$ cat src/rtl/sbk_pkg.sv
package sbk_pkg;
  localparam int FRAME_BITS   = 24;
  localparam int DATA_W       = 16;
  localparam int ADDR_W       = 7;
  localparam int CLASS_W      = 2;
  localparam int RD_BIT       = 16;
  localparam int HDR_BITS     = FRAME_BITS - DATA_W;
  localparam int SCRATCH_ADDR = 5;
  localparam int TBLSEL_ADDR  = 6;
  localparam logic [DATA_W-1:0] TBLSEL_MASK = 16'h0003;

  function automatic logic [DATA_W-1:0] reg_default(int idx);
    if (idx == SCRATCH_ADDR || idx == TBLSEL_ADDR) return '0;
    return DATA_W'(idx + 4096);
  endfunction

  function automatic logic [DATA_W-1:0] reg_mask(int idx);
    if (idx == TBLSEL_ADDR) return TBLSEL_MASK;
    return '1;
  endfunction
endpackage

$ cat src/rtl/sbk_spi_front.sv
module sbk_spi_front
  import sbk_pkg::*;
#(
  parameter int SYNC_STAGES = 2
) (
  input  logic                  clk,
  input  logic                  rst,
  input  logic                  sclk,
  input  logic                  csn,
  input  logic                  mosi,
  input  logic [DATA_W-1:0]     rd_data,
  output logic [ADDR_W-1:0]     peek_addr,
  output logic                  frame_vld,
  output logic [FRAME_BITS-1:0] frame,
  output logic                  miso
);
  localparam int CNT_W = $clog2(FRAME_BITS + 2);
  localparam logic [CNT_W-1:0] CNT_MAX  = '1;
  localparam logic [CNT_W-1:0] CNT_FULL = CNT_W'(FRAME_BITS);
  localparam logic [CNT_W-1:0] CNT_HDR  = CNT_W'(HDR_BITS);

  logic [SYNC_STAGES-1:0] sclk_sy, csn_sy, mosi_sy;
  logic                   sclk_s, mosi_s, cs_act;
  logic                   sclk_d, cs_act_d;
  logic                   rise, fall, peek_rd, rd_ok;
  logic [FRAME_BITS-1:0]  shreg;
  logic [DATA_W-1:0]      txsh;
  logic [CNT_W-1:0]       cnt;
  logic                   miso_q;

  assign sclk_s = sclk_sy[SYNC_STAGES-1];
  assign mosi_s = mosi_sy[SYNC_STAGES-1];
  assign cs_act = ~csn_sy[SYNC_STAGES-1];

  always_ff @(posedge clk) begin
    if (rst) begin
      sclk_sy  <= '0;
      csn_sy   <= '1;
      mosi_sy  <= '0;
      sclk_d   <= 1'b0;
      cs_act_d <= 1'b0;
    end else begin
      sclk_sy  <= {sclk_sy[SYNC_STAGES-2:0], sclk};
      csn_sy   <= {csn_sy[SYNC_STAGES-2:0], csn};
      mosi_sy  <= {mosi_sy[SYNC_STAGES-2:0], mosi};
      sclk_d   <= sclk_s;
      cs_act_d <= cs_act;
    end
  end

  assign rise = cs_act & sclk_s & ~sclk_d;
  assign fall = cs_act & ~sclk_s & sclk_d;

  // header fields are complete once HDR_BITS rising edges have arrived
  assign peek_addr = shreg[HDR_BITS-1 -: ADDR_W];
  assign peek_rd   = shreg[HDR_BITS-1-ADDR_W];
  assign rd_ok     = peek_rd && (peek_addr[ADDR_W-1 -: CLASS_W] == '0);

  always_ff @(posedge clk) begin
    if (rst) begin
      shreg     <= '0;
      txsh      <= '0;
      cnt       <= '0;
      miso_q    <= 1'b0;
      frame_vld <= 1'b0;
      frame     <= '0;
    end else begin
      frame_vld <= 1'b0;
      if (cs_act && !cs_act_d) begin
        cnt    <= '0;
        shreg  <= '0;
        txsh   <= '0;
        miso_q <= 1'b0;
      end else if (!cs_act && cs_act_d) begin
        miso_q <= 1'b0;
        if (cnt == CNT_FULL) begin
          frame_vld <= 1'b1;
          frame     <= shreg;
        end
      end else if (cs_act) begin
        if (rise) begin
          shreg <= {shreg[FRAME_BITS-2:0], mosi_s};
          if (cnt != CNT_MAX) cnt <= cnt + 1'b1;
        end
        if (fall) begin
          if (cnt == CNT_HDR) begin
            if (rd_ok) begin
              miso_q <= rd_data[DATA_W-1];
              txsh   <= {rd_data[DATA_W-2:0], 1'b0};
            end else begin
              miso_q <= 1'b0;
              txsh   <= '0;
            end
          end else if (cnt > CNT_HDR) begin
            miso_q <= txsh[DATA_W-1];
            txsh   <= {txsh[DATA_W-2:0], 1'b0};
          end else begin
            miso_q <= 1'b0;
          end
        end
      end
    end
  end

  assign miso = miso_q;

  AST_MISO_IDLE: assert property (@(posedge clk) disable iff (rst)
    (!cs_act && !cs_act_d) |-> !miso_q);

  AST_FRAME_ON_END: assert property (@(posedge clk) disable iff (rst)
    frame_vld |-> ($past(cs_act_d) && !$past(cs_act)));
endmodule

$ cat src/rtl/sbk_decode.sv
module sbk_decode
  import sbk_pkg::*;
#(
  parameter int NREG = 8
) (
  input  logic                  clk,
  input  logic                  rst,
  input  logic                  frame_vld,
  input  logic [FRAME_BITS-1:0] frame,
  output logic                  wr_en,
  output logic [ADDR_W-1:0]     wr_addr,
  output logic [DATA_W-1:0]     wr_data,
  output logic                  gain_vld,
  output logic [FRAME_BITS-1:0] gain_cmd
);
  logic [ADDR_W-1:0]  f_addr;
  logic [CLASS_W-1:0] f_class;
  logic               f_rd, f_hit;

  assign f_addr  = frame[FRAME_BITS-1 -: ADDR_W];
  assign f_class = frame[FRAME_BITS-1 -: CLASS_W];
  assign f_rd    = frame[RD_BIT];
  assign f_hit   = (32'(f_addr) < 32'(NREG));

  always_ff @(posedge clk) begin
    if (rst) begin
      wr_en    <= 1'b0;
      wr_addr  <= '0;
      wr_data  <= '0;
      gain_vld <= 1'b0;
      gain_cmd <= '0;
    end else begin
      wr_en    <= 1'b0;
      gain_vld <= 1'b0;
      if (frame_vld) begin
        if (f_class != '0) begin
          gain_vld <= 1'b1;
          gain_cmd <= frame;
        end else if (!f_rd && f_hit) begin
          wr_en   <= 1'b1;
          wr_addr <= f_addr;
          wr_data <= frame[DATA_W-1:0];
        end
      end
    end
  end

  AST_GAIN_ONE_CYCLE: assert property (@(posedge clk) disable iff (rst)
    gain_vld |=> !gain_vld);

  AST_GAIN_NO_WRITE: assert property (@(posedge clk) disable iff (rst)
    gain_vld |-> !wr_en);
endmodule

$ cat src/rtl/sbk_bank.sv
module sbk_bank
  import sbk_pkg::*;
#(
  parameter int NREG = 8
) (
  input  logic                   clk,
  input  logic                   rst,
  input  logic                   wr_en,
  input  logic [ADDR_W-1:0]      wr_addr,
  input  logic [DATA_W-1:0]      wr_data,
  input  logic [ADDR_W-1:0]      rd_addr,
  output logic [DATA_W-1:0]      rd_data,
  output logic [NREG*DATA_W-1:0] regs_flat
);
  for (genvar g = 0; g < NREG; g++) begin : g_reg
    localparam logic [DATA_W-1:0] DFLT = reg_default(g);
    localparam logic [DATA_W-1:0] MASK = reg_mask(g);
    logic [DATA_W-1:0] q;
    always_ff @(posedge clk) begin
      if (rst) q <= DFLT;
      else if (wr_en && (32'(wr_addr) == 32'(g))) q <= wr_data & MASK;
    end
    assign regs_flat[g*DATA_W +: DATA_W] = q;
  end

  always_comb begin
    rd_data = '0;
    for (int i = 0; i < NREG; i++) begin
      if (32'(rd_addr) == 32'(i)) rd_data = regs_flat[i*DATA_W +: DATA_W];
    end
  end

  AST_WR_IN_RANGE: assert property (@(posedge clk) disable iff (rst)
    wr_en |-> (32'(wr_addr) < 32'(NREG)));

  AST_HOLD_NO_WRITE: assert property (@(posedge clk) disable iff (rst)
    (!$past(wr_en) && !$past(rst)) |-> $stable(regs_flat));
endmodule

$ cat src/rtl/spi_ctl_bank.sv
module spi_ctl_bank
  import sbk_pkg::*;
#(
  parameter int NREG        = 8,
  parameter int SYNC_STAGES = 2
) (
  input  logic                   clk,
  input  logic                   rst,
  input  logic                   spi_sclk,
  input  logic                   spi_csn,
  input  logic                   spi_mosi,
  output logic                   spi_miso,
  output logic [NREG*DATA_W-1:0] ctrl_regs,
  output logic                   rx_tbl_hi,
  output logic                   tx_tbl_hi,
  output logic [FRAME_BITS-1:0]  gain_cmd,
  output logic                   gain_vld
);
  logic [ADDR_W-1:0]     peek_addr;
  logic [DATA_W-1:0]     rd_data;
  logic                  frame_vld;
  logic [FRAME_BITS-1:0] frame;
  logic                  wr_en;
  logic [ADDR_W-1:0]     wr_addr;
  logic [DATA_W-1:0]     wr_data;

  sbk_spi_front #(.SYNC_STAGES(SYNC_STAGES)) u_front (
    .clk(clk), .rst(rst), .sclk(spi_sclk), .csn(spi_csn), .mosi(spi_mosi),
    .rd_data(rd_data), .peek_addr(peek_addr), .frame_vld(frame_vld),
    .frame(frame), .miso(spi_miso)
  );

  sbk_decode #(.NREG(NREG)) u_dec (
    .clk(clk), .rst(rst), .frame_vld(frame_vld), .frame(frame),
    .wr_en(wr_en), .wr_addr(wr_addr), .wr_data(wr_data),
    .gain_vld(gain_vld), .gain_cmd(gain_cmd)
  );

  sbk_bank #(.NREG(NREG)) u_bank (
    .clk(clk), .rst(rst), .wr_en(wr_en), .wr_addr(wr_addr), .wr_data(wr_data),
    .rd_addr(peek_addr), .rd_data(rd_data), .regs_flat(ctrl_regs)
  );

  if (NREG > TBLSEL_ADDR) begin : g_tbl
    assign rx_tbl_hi = ctrl_regs[TBLSEL_ADDR*DATA_W];
    assign tx_tbl_hi = ctrl_regs[TBLSEL_ADDR*DATA_W + 1];
  end else begin : g_no_tbl
    assign rx_tbl_hi = 1'b0;
    assign tx_tbl_hi = 1'b0;
  end

  AST_GAIN_CLASS: assert property (@(posedge clk) disable iff (rst)
    gain_vld |-> (gain_cmd[FRAME_BITS-1 -: CLASS_W] != '0));
endmodule

$ cat config.mk
export PLATFORM = sky130hd
export DESIGN_NAME = spi_ctl_bank
export DESIGN_NICKNAME = d
export VERILOG_FILES = /design/src/rtl/sbk_pkg.sv /design/src/rtl/sbk_spi_front.sv /design/src/rtl/sbk_decode.sv /design/src/rtl/sbk_bank.sv /design/src/rtl/spi_ctl_bank.sv
export SDC_FILE = /design/constraint.sdc
export NUM_CORES = 1
export LEC_CHECK = 0
export CORE_ASPECT_RATIO = 0.6
export CORE_UTILIZATION = 30
export CTS_CLUSTER_SIZE = 16
export DETAILED_ROUTE_END_ITERATION = 16
export GPL_TIMING_DRIVEN = 0
export PLACE_DENSITY = 0.52
export SETUP_SLACK_MARGIN = 0.02
export SYNTH_ARGS = -nofsm -noshare
export SYNTH_HDL_FRONTEND = slang
export SYNTH_SLANG_ARGS = --single-unit
$ cat constraint.sdc
create_clock -name clk -period 2.3 [get_ports clk]
set_clock_uncertainty 0.05 [all_clocks]
set_input_delay 0.23 -clock clk [delete_from_list [all_inputs] [get_ports clk]]
set_output_delay 0.23 -clock clk [all_outputs]
set_load 0.05 [all_outputs]
; ---- Yosys cells after proc, flatten, opt, wreduce, memory -nomap -nowiden
; Cells that the tools add are included.
[totals]
out_inout_bits = 156
in_bits = 5
reg_bits = 242
elab_cells = 103
[op_classes]
n_bitwise = 11
n_reduce_logical = 31
magnitude_cmp = 2
eq_ne = 17
add_sub_neg = 1
n_mux = 17
[op_table]
columns = cell, count
row1 = $mux 16, 11
row2 = $eq 7x3->1 const B, 8
row3 = $eq 7x2->1 const B, 4
row4 = $eq 7x1->1 const B, 2
row5 = $logic_not 7->1, 2
row6 = $logic_and 1x1->1, 12
row7 = $reduce_and 3->1, 3
row8 = $reduce_or 3->1, 3
row9 = $reduce_and 4->1, 2
row10 = $lt 7x4->1 const B, 1
row11 = $not 1->1, 7
row12 = $mux 1, 6
row13 = $add 5x1->5 const B, 1
row14 = $eq 5x4->1 const B, 1
row15 = $eq 5x5->1 const B, 1
row16 = $gt 5x4->1 const B, 1
row17 = $ne 5x5->1 const B, 1
row18 = $and 1x1->1, 4
row19 = $reduce_and 2->1, 2
row20 = $reduce_bool 2->1, 2
row21 = $reduce_or 2->1, 2
row22 = $logic_not 1->1, 2
row23 = $logic_not 2->1, 1

; ---- Logic depth before layout (Yosys ltp)
[logic_depth]
ltp_word = 11
mapped_depth = 9

; ---- Cells and area by module
; From an unflattened synthesis, not the netlist that was laid out.
[unflattened]
hier_cells = 1104
area_unflattened_um2 = 10518.8
[by_module_without_submodules]
columns = module, cells_each, n_inst, seq_area_each_um2, area_each_um2
row1 = sbk_bank, 527, 1, 2282.2, 5547.8
row2 = sbk_spi_front, 374, 1, 1561.5, 3100.5
row3 = sbk_decode, 201, 1, 980.9, 1855.5
row4 = spi_ctl_bank, 2, 1, 0.0, 15.0

; ---- Worst setup path before layout
; OpenSTA, ideal clock, no wires.
[synth_path]
path_type = register to register
from = register u_dec.wr_addr[6]
to = register u_bank.g_reg[1].q[10]
t_arrival_ps = 1609
n_path_buf = 2
path_stages_with_launch = 8
setup_time_ps = 132
period_less_slack_ps = 1791
t_required_ps = 2118
path_slack_ps = 509
cell_sequence = dfxtp_1 nor4_4 nand3b_4 or3b_1 buf_2 buf_2 nand2_1 a21oi_1
[synth_via]
elab_chain_len = 2
[synth_rtl]
columns = item, line
row1 = start: declaration, sbk_decode.sv:11  ; output logic [ADDR_W-1:0] wr_addr,
row2 = start signal: assignment, sbk_decode.sv:41  ; wr_addr <= f_addr;
row3 = $eq 7x1->1, sbk_bank.sv:21  ; else if (wr_en && (32'(wr_addr) == 32'(g))) q <= wr_data & MASK;
row4 = $logic_and 1x1->1, sbk_bank.sv:21
row5 = end signal: assignment, sbk_bank.sv:21
row6 = end: declaration, sbk_bank.sv:18  ; logic [DATA_W-1:0] q;
; No other way between the ends.
; A chain may end at the register's enable or synchronous reset.

; ---- Final worst setup path
[layout_path]
from = register u_bank.g_reg[6].q[0]
to = output port ctrl_regs[96]
[layout_rtl]
columns = item, line
row1 = start: declaration, sbk_bank.sv:18
row2 = start signal: assignment, sbk_bank.sv:21
row3 = end: declaration, spi_ctl_bank.sv:13  ; output logic [NREG*DATA_W-1:0] ctrl_regs,
; No word-level cell between the ends.

==> impl_metrics.toml <==
[run_status]
outcome = "complete, no violations"

[place]
post-place-cells = 1721
dp_hpwl_um = 26720
gp_congestion = 0.8716
port-buffer-count = 145
pre_cts_slack_ns = -0.7373

[logic_synthesis]
async_flop_share = 0
synth_common_cells = "dfxtp_1, nand2_1, nor2_1"
synth_ff_type = "dfxtp_1"
synth_edf_count = 0
yosys.area.top_type = "dfxtp_1"
synth_most_common_cell = "dfxtp_1"
ys_types = 61
synth_area_um2 = 9968
synthTopCellsByArea = "dfxtp_1, mux2i_1, nand2_1"
postSynthAreaPerCell_um2 = 8.752
syn_inst = 1139
yosys_warnings = 0
synth_seq_cells = 241
yosysSeqAreaShare = 0.4840
yosys.area.top_type_share = 0.4840

[worst_setup_path]
start_kind = "flop"
required_ns = 2.02
worst-path-max-fanout = 4
slowest_stage = "clkdlybuf4s50_1"
cp.arrival_ns = 1.91
worstSetupEndpointType = "primary output"
startpoint = "u_bank.g_reg[6].q[0]"
rr_startpoint = "u_front.shreg[2]"
crit_type = "flop to primary output"
path_buf_inv = 2
max_stage_delay_ns = 0.78
cp_cell_sequence = "buf_4 > clkdlybuf4s50_1"
cpLargestDelayFamily = "buffers and inverters"

[drt]
routedWlPerCell_um = 20.13
ant_nets = 0
via_per_inst = 4.961
vias = 8741
drtPass1Iterations = 5
wl_um = 35470
drt-initial-drc-count = 749
drc = 0

[cts]
hold_buffers = 0
clock_sinks = 241
clockBufferDepth = 3
cts_setup_buffers = 0
clkTransAtPathRegs_ns = 0.07
cts-root-buf = "clkbuf_16"
ctsHtreeMaxLevel = 1
insertion_delay_ns = 0.54
cts_tree = "done"
numCtsBuffers = 24

[global_routing]
grt_max_degree = 15
grt_pass1_vias = 8247
antenna_found_initial = 1
overflow = 0
grt_pass1_wl_um = 52650
grtUsageTotal = 0.2071

[timing]
relSlewSlack = 0.3521
setup_viol = 0
fmax_ghz = 0.4570
hold_viol_final = 0
finalCritPeriodShare = 0.9514
drv_slew = 0
rsz0062_at_grt = "false"
period_needed_ns = 2.188
totalNegativeSetupSlack_ns = 0
worst_pin_slew_ns = 0.9718
setup_ws_ns = 0.1119

[floorplan]
start_util = 0.3063
ioPinCount = 161
die_w_um = 237.3
fp.dieArea_um2 = 33980
core-area_um2 = 32540
die_y_um = 143.2
rows = 51

[finish]
syn_to_final_growth_pct = 30.53
stdcell_count = 1762
nets = 1329
antenna_cells = 0
drive_gt1_frac = 0.1016
nFillCells = 3298

[power_and_ir_drop]
vdd_ir_drop_max_uv = 527.0
power_density_nw_per_um2 = 662.1
leakagePower_nw = 4.626
p_total_mw = 8.614

[job]
maxCapViolations = 0

[min_path]
hold_class = "primary input to flop"
hold_start = "spi_mosi"
[through the flow]
step,hold WS (ns),cell area (um^2),utilization
global route,0.1947,13010,0.3998
CTS,0.1903,12930,0.3972
floorplan,0.2838,10020,-
detailed placement,0.3530,12000,0.3687
finish,0.2037,13010,0.3998
global placement,0.3497,12000,0.3687
[worst paths after layout]
kind | end | slack [ns] | cells after the start
worst max-delay path | ctrl_regs[96] | 0.11 | 2
worst min register to register | u_front.csn_sy[1] | 0.37 | 1
worst min-delay path | u_front.mosi_sy[0] | 0.20 | 2
worst max register to register | u_front.txsh[9] | 0.11 | 7
[registers in the layout, indices dropped and copies added (netlist names)]
name,count
u_bank.g.q,114
u_dec.gain_cmd,24
u_dec.gain_vld,1
u_dec.wr_addr,7
u_dec.wr_data,16
u_dec.wr_en,1
u_front.cnt,5
u_front.cs_act_d,1
u_front.csn_sy,2
u_front.frame,24
u_front.frame_vld,1
u_front.miso,1
u_front.mosi_sy,2
u_front.sclk_d,1
u_front.sclk_sy,2
u_front.shreg,24
u_front.txsh,15
[report_power, final]
part / switching (mW) / internal, mW
combinational: 0.162 / 0.0387
sequential: 0.00261 / 4.18
clock: 1.72 / 2.52
[cell families (layout without fill, tap and decap cells)]
group,count (synthesis),count (layout),synth area share
simple gates,443,443,0.1982
flops,241,241,0.4840
compound gates,214,214,0.1289
buf+inv,121,307,0.06075
mux,112,112,0.1205
xor+xnor,4,4,0.003515
fa+ha+maj,3,3,0.003766
other cells,1,14,0.0003762
[what timing repair did]
action / 4_1_cts / 5_1_grt
pin swaps: 1 / 6
gates resized for setup: 25 / 25
endpoints found under the setup margin: 14 / 17
[worst reg2reg max path, delay by kind of cell (launching register included)]
family                 cells  cell delay [ns]
AO/OA/AOI/OAI              1             0.19
AND/OR/NAND/NOR            2             0.43
buffers and inverters      3             0.74
flip-flops                 1             0.30
multiplexers               1             0.37
[layout by cell type (no fill, tap or decap), drive strengths merged, types with 5 or more instances in the layout]
master and n:
a2111oi 8, a211o 13, a211oi 8, a21boi 8
a21o 5, a21oi 116, a22oi 11, a31oi 8
buf 43, clkbuf 105, clkdlybuf4s50 145, conb 14
dfxtp 241, inv 7, mux2 14, mux2i 93
mux4 5, nand2 238, nand2b 8, nand3 9
nand3b 7, nor2 127, nor2b 20, nor3b 6
o211ai 6, o21ai 22, or2 5
[per-layer routing]
metal / vias to the layer above / wire, um / track usage
met5: - / 0 / 0
met4: 0 / 362 / 0.02750
met3: 25 / 2663 / 0.05509
met2: 277 / 14070 / 0.2866
met1: 4260 / 18380 / 0.3194
li1: 4179 / - / -
[area by class of cell]
| cell class | instances | area [um^2] | share of cell area |
|---|---|---|---|
| repair buffers | 145 | 1451 | 0.1115 |
| clock buffers | 36 | 725.7 | 0.05577 |
| clock inverters | 7 | 121.4 | 0.009328 |
| well taps | 424 | 530.5 | 0.04077 |
| flip-flops and latches | 241 | 4826 | 0.3709 |
| inverters | 7 | 26.28 | 0.002019 |
| plain buffers | 112 | 599.3 | 0.04606 |
| multi-input cells | 790 | 4731 | 0.3636 |
(Power assumes the default switching activity.)
